$ cat config.mk
export PLATFORM = sky130hd
export DESIGN_NAME = mm_prescaled_timer
export DESIGN_NICKNAME = d
export VERILOG_FILES = /design/src/rtl/mm_prescaled_timer.sv
export SDC_FILE = /design/constraint.sdc
export NUM_CORES = 1
export LEC_CHECK = 0
export BUFFER_PORTS_ARGS = -buffer_cell sky130_fd_sc_hd__buf_2
export CORE_MARGIN = 5
export CORE_UTILIZATION = 35
export DETAILED_ROUTE_END_ITERATION = 16
export PLACE_DENSITY = 0.51
export SYNTH_ARGS = -nofsm -noshare
export SYNTH_HDL_FRONTEND = slang
export SYNTH_SLANG_ARGS = --single-unit
$ cat constraint.sdc
create_clock -name clk -period 1.69 [get_ports clk]
set_input_delay 0 -clock clk [delete_from_list [all_inputs] [get_ports clk]]
set_output_delay 0 -clock clk [all_outputs]
set_load 0.02 [all_outputs]
$ cat src/rtl/mm_prescaled_timer.sv
module mm_prescaled_timer #(
  parameter int W        = 8,
  parameter int SLOW_DIV = 16
) (
  input  logic         clk,
  input  logic         rst_n,
  input  logic         wr_en,
  input  logic         wr_sel,
  input  logic [W-1:0] wr_data,
  input  logic         rd_sel,
  output logic [W-1:0] rd_data,
  input  logic [1:0]   mode,
  input  logic         edge_sel,
  input  logic         stop,
  input  logic         src_fast,
  input  logic         cntr_in,
  output logic         cntr_out,
  output logic         cntr_oe,
  output logic         tmr_irq,
  output logic         cntr_irq
);
  localparam int DW = $clog2(SLOW_DIV);
  localparam logic [1:0] M_TIME = 2'b00, M_PULSE = 2'b01, M_EVENT = 2'b10, M_WIDTH = 2'b11;

  logic [DW-1:0] div;
  logic [2:0]    sy;
  logic [W-1:0]  pre_lat, pre_cnt, tm_lat, tm_cnt;
  logic          tog;

  always_ff @(posedge clk or negedge rst_n)
    if (!rst_n) div <= '0;
    else        div <= div + 1'b1;

  always_ff @(posedge clk or negedge rst_n)
    if (!rst_n) sy <= '0;
    else        sy <= {sy[1:0], cntr_in};

  wire pin      = sy[1];
  wire rise     = sy[1] & ~sy[2];
  wire fall     = ~sy[1] & sy[2];
  wire cnt_edge = edge_sel ? fall : rise;
  wire irq_edge = edge_sel ? rise : fall;
  wire level_ok = pin ^ edge_sel;

  wire src_tick = src_fast ? div[0] : (div == DW'(SLOW_DIV - 1));
  wire pre_en   = ~stop & src_tick &
                  ((mode == M_TIME) | (mode == M_PULSE) | ((mode == M_WIDTH) & level_ok));
  wire pre_uf   = pre_en & (pre_cnt == '0);
  wire tm_en    = ~stop & ((mode == M_EVENT) ? cnt_edge : pre_uf);
  wire tm_uf    = tm_en & (tm_cnt == '0);
  wire wr_pre   = wr_en & ~wr_sel;
  wire wr_tm    = wr_en & wr_sel;

  always_ff @(posedge clk or negedge rst_n)
    if (!rst_n) begin
      pre_lat <= '0;
      pre_cnt <= '0;
    end else begin
      if (wr_pre) pre_lat <= wr_data;
      if (wr_pre && stop) pre_cnt <= wr_data;
      else if (pre_en)    pre_cnt <= pre_uf ? pre_lat : pre_cnt - 1'b1;
    end

  always_ff @(posedge clk or negedge rst_n)
    if (!rst_n) begin
      tm_lat <= '0;
      tm_cnt <= '0;
    end else begin
      if (wr_tm) tm_lat <= wr_data;
      if (wr_tm && stop) tm_cnt <= wr_data;
      else if (tm_en)    tm_cnt <= tm_uf ? tm_lat : tm_cnt - 1'b1;
    end

  always_ff @(posedge clk or negedge rst_n)
    if (!rst_n) begin
      tog      <= 1'b1;
      tmr_irq  <= 1'b0;
      cntr_irq <= 1'b0;
    end else begin
      if (wr_tm)                        tog <= ~edge_sel;
      else if (tm_uf && mode == M_PULSE) tog <= ~tog;
      tmr_irq  <= tm_uf;
      cntr_irq <= irq_edge;
    end

  assign cntr_out = tog;
  assign cntr_oe  = (mode == M_PULSE);
  assign rd_data  = rd_sel ? tm_cnt : pre_cnt;

  AST_UF_RELOAD: assert property (@(posedge clk) disable iff (!rst_n)
    tm_uf |=> (tm_cnt == $past(tm_lat)));
  AST_IRQ_ONE_CYCLE: assert property (@(posedge clk) disable iff (!rst_n)
    tmr_irq |=> !tmr_irq);
  AST_PULSE_TOGGLE: assert property (@(posedge clk) disable iff (!rst_n)
    (tm_uf && mode == M_PULSE && !wr_tm) |=> (cntr_out != $past(cntr_out)));
  AST_STOP_FREEZE: assert property (@(posedge clk) disable iff (!rst_n)
    (stop && !wr_en) |=> ($stable(tm_cnt) && $stable(pre_cnt)));
endmodule

==> impl_metrics.py <==
metrics = {
    "run_status": {
        "status": "finished with violations",
        "violations": "hold timing, setup timing",
    },
    "synthesis": {
        "syn_avg_cell_area_um2": 10.7,
        "synth_edf_count": 0,
        "synth_nets": 243,
        "synthFlopType": "dfrtp_1",
        "syn_inst": 221,
        "synthTopCellsByArea": "dfrtp_1 (43%), mux2_2 (11%), nand2_1 (3.3%)",
        "yosys.cell_types.count": 59,
        "synth_area_leader_cell": "dfrtp_1",
        "synth_warnings": 0,
        "synth_seq_cells": 42,
        "synth-seq-area-share_pct": 44.4,
        "synthesis.area_um2": 2370,
        "synth_top_area_share_pct": 43.3,
        "async_reset_ff_share_pct": 100,
    },
    "clocking": {
        "clock_path_buffers": 2,
        "cts_tree": "built",
        "clock_latency_ps": 300,
        "root_buffer": "clkbuf_8",
        "cts_buffers": 5,
        "cts_max_level": 2,
        "clk_pin_slew_ps": 90,
        "cts.sinks": 42,
    },
    "timing": {
        "max_freq_ghz": 0.572,
        "period_needed_ps": 1750,
        "relSlewSlack_pct": 68.1,
        "slew_violations": 0,
        "hold_slack_ps": -8.47,
        "fin_worst_skew_ps": 9.13,
        "finalCritPeriodShare_pct": 104,
        "tightest_slew_ps": 478,
        "finalSetupViolations": 8,
        "fin_ws_ps": -59.6,
        "timing_hold_violations_final": 1,
        "rsz0062_at_grt": "yes",
        "fin_setup_tns_ps": -324,
    },
    "pwr": {
        "switching_share_pct": 35.3,
        "pwr-share-clk_pct": 21.8,
        "ir_worst_vdd_uv": 469,
        "pwr-share-seq_pct": 35.0,
        "totalPowerFinal_mw": 3.71,
        "p_leak_nw": 1.43,
        "p_switching_mw": 1.31,
        "p_int_mw": 2.40,
        "power_frac_comb_pct": 43.1,
        "cellPowerDensity_nw_per_um2": 1150,
    },
    "placed_design": {
        "port_buffers": 30,
        "gp_congestion": 0.822,
        "hpwl_mm": 4.72,
    },
    "drt": {
        "routed_wl_mm": 6.26,
        "vias_per_cell": 5.16,
        "routed-via-count": 1985,
        "post-route-drc-count": 0,
        "routedWlPerCell_um": 16.3,
        "wl_met2_mm": 3.04,
        "wl_met3_um": 203,
        "antenna_left": 0,
        "wl_met1_mm": 2.98,
        "dr.max_layer_used": "met4",
        "dr.pass1.iters": 4,
        "drtIter0Drc": 48,
    },
    "critical_path": {
        "rr_worst_depth": 8,
        "cp.arrival_ps": 1930,
        "cp-start-kind": "register",
        "crit_chain": "ha_2 > nand4b_1 > a21oi_4 > a31oi_4 > buf_6 > o21ai_4 > buf_6 > o221ai_2",
        "path_class": "register to register",
        "r2r-start": "div[0]",
        "r2r_setup_slack_ps": -60,
        "cp-end-kind": "register",
        "max_stage_delay_ps": 360,
        "r2r_end": "tm_cnt[1]",
        "timing.critical_path.mode_cell": "buf_6",
        "worstPathRequired_ps": 1870,
        "cp_slowest_cell": "dfrtp_1",
        "crit_fanout": 5,
    },
    "flow_run": {
        "drv_cap": 0,
    },
    "floorplan": {
        "num_rows": 30,
        "coreArea_um2": 6680,
        "io_pins": 31,
        "floorplan.die_area_um2": 8520,
        "fp.dieH_um": 92.3,
        "dieWidth_um": 92.3,
        "start_util_pct": 35.5,
    },
    "global_routing": {
        "antenna_found_initial": 0,
        "track_usage_pct": 15.1,
        "grt_start_max_net_pins": 19,
        "grt.overflow.total": 0,
        "first_global_vias": 1979,
        "grt_first_pass_wirelength_mm": 10.1,
    },
    "layout": {
        "nFillCells": 673,
        "layout_common_cells": "buf_4 (42), dfrtp_1 (41), buf_2 (30)",
        "nNetsFinal": 326,
        "syn2layout_area_growth_pct": 36.0,
        "fin_util_pct": 48.3,
        "layout-drive-gt1-share_pct": 47.2,
        "diodes": 0,
        "layout_commonest_cell": "buf_4",
    },
    "hold_path": {
        "hold_end": "pre_cnt[7]",
        "holdCritPathClass": "primary input to register",
        "holdPathStages": 3,
        "hp-start": "wr_data[7]",
    },
}
==> routing by layer <==
layer  up-vias  GRT usage (%)
met3         4           2.76
met5         -              0
met1       971           20.6
li1        983              -
met4         0           3.96
met2        27           24.5
==> flip-flops by register name, summed over array words and instances (netlist names) <==
name      cells
cntr_irq      1
cntr_out      1
div           4
pre_cnt       8
pre_lat       8
sy            3
tm_cnt        8
tm_lat        8
tmr_irq       1
==> synth_stat cells (2+ instances only) <==
cell,count
and2_1,2
ha_1,3
nor2_1,17
xnor2_1,3
o311ai_1,2
clkbuf_1,3
dfrtp_1,41
a21oi_1,8
a211oi_1,4
o21bai_1,2
nand2b_1,3
mux2i_1,7
xor2_1,3
inv_1,9
o221ai_2,4
nor2b_1,2
a221o_1,7
nand3_1,5
o21ai_0,8
nor3_2,2
nor3_1,6
mux2_2,23
nand2_1,21
==> power groups by stage <==
stage	clock, mW	combinational, mW	sequential (mW)
2_1_floorplan	0	0.871	1.35
3_3_place_gp	0	1.50	1.32
3_5_place_dp	0	1.51	1.32
4_1_cts	0.833	1.57	1.30
5_1_grt	0.867	1.76	1.33
6_report	0.811	1.60	1.30
==> metrics by stage <==
| step | area [µm²] | std cells | setup WS (ps) | hold WS, ps |
|---|---|---|---|---|
| after floorplan | 2410 | 221 | -43.1 | -296 |
| final | 3220 | 385 | -59.6 | -8.47 |
| after detailed placement | 2920 | 364 | -107 | -89.8 |
| after CTS | 3140 | 382 | -59.6 | 1.85 |
| after global placement | 2920 | 364 | -95.6 | -91.5 |
| after global routing | 3220 | 385 | -155 | 6.12 |
==> timing repair <==
item                       in CTS  in global routing
pin swaps                       1                  8
setup buffers                   4                  3
hold buffers                    6                  0
setup endpoints to repair      11                 17
hold endpoints to repair       49                  0
gates resized for setup         5                 14
==> cell type report <==
class	count	area [µm²]	area share, %
Clock inverter	3	40.0	1.24
Timing Repair Buffer	83	582	18.0
Multi-Input combinational cell	163	1350	41.8
Inverter	9	33.8	1.05
Sequential cell	42	1050	32.6
Tap cell	80	100	3.10
Clock buffer	5	68.8	2.13
==> logic make-up after synthesis <==
group,synth area share [%]
flip-flops,44.4
XOR/XNOR,2.22
adder cells (fa/ha/maj),1.58
AND/OR/NAND/NOR,16.8
AO/OA/AOI/OAI,18.1
buffers and inverters,3.06
multiplexers,13.9
==> worst max path at each step <==
stage,start,to,slack (ps),depth (start not counted)
final,div[0],tm_cnt[1],-60,8
after global routing,tm_cnt[0],tm_cnt[1],-160,7
after CTS,tm_cnt[1],tm_cnt[1],-60,7
after detailed placement,tm_cnt[1],cntr_out,-110,7
after global placement,tm_cnt[1],cntr_out,-100,7
after floorplan,pre_cnt[0],tm_cnt[7],-40,8
==> critical path: cells and delay by family (launching register included) <==
family / cells / cell delay (ps)
buffers and inverters: 2 / 290
adders and majority gates: 1 / 180
AOI/OAI and AO/OA: 4 / 640
and+or+nand+nor: 1 / 150
DFF: 1 / 360
(Power assumes the default switching activity.)
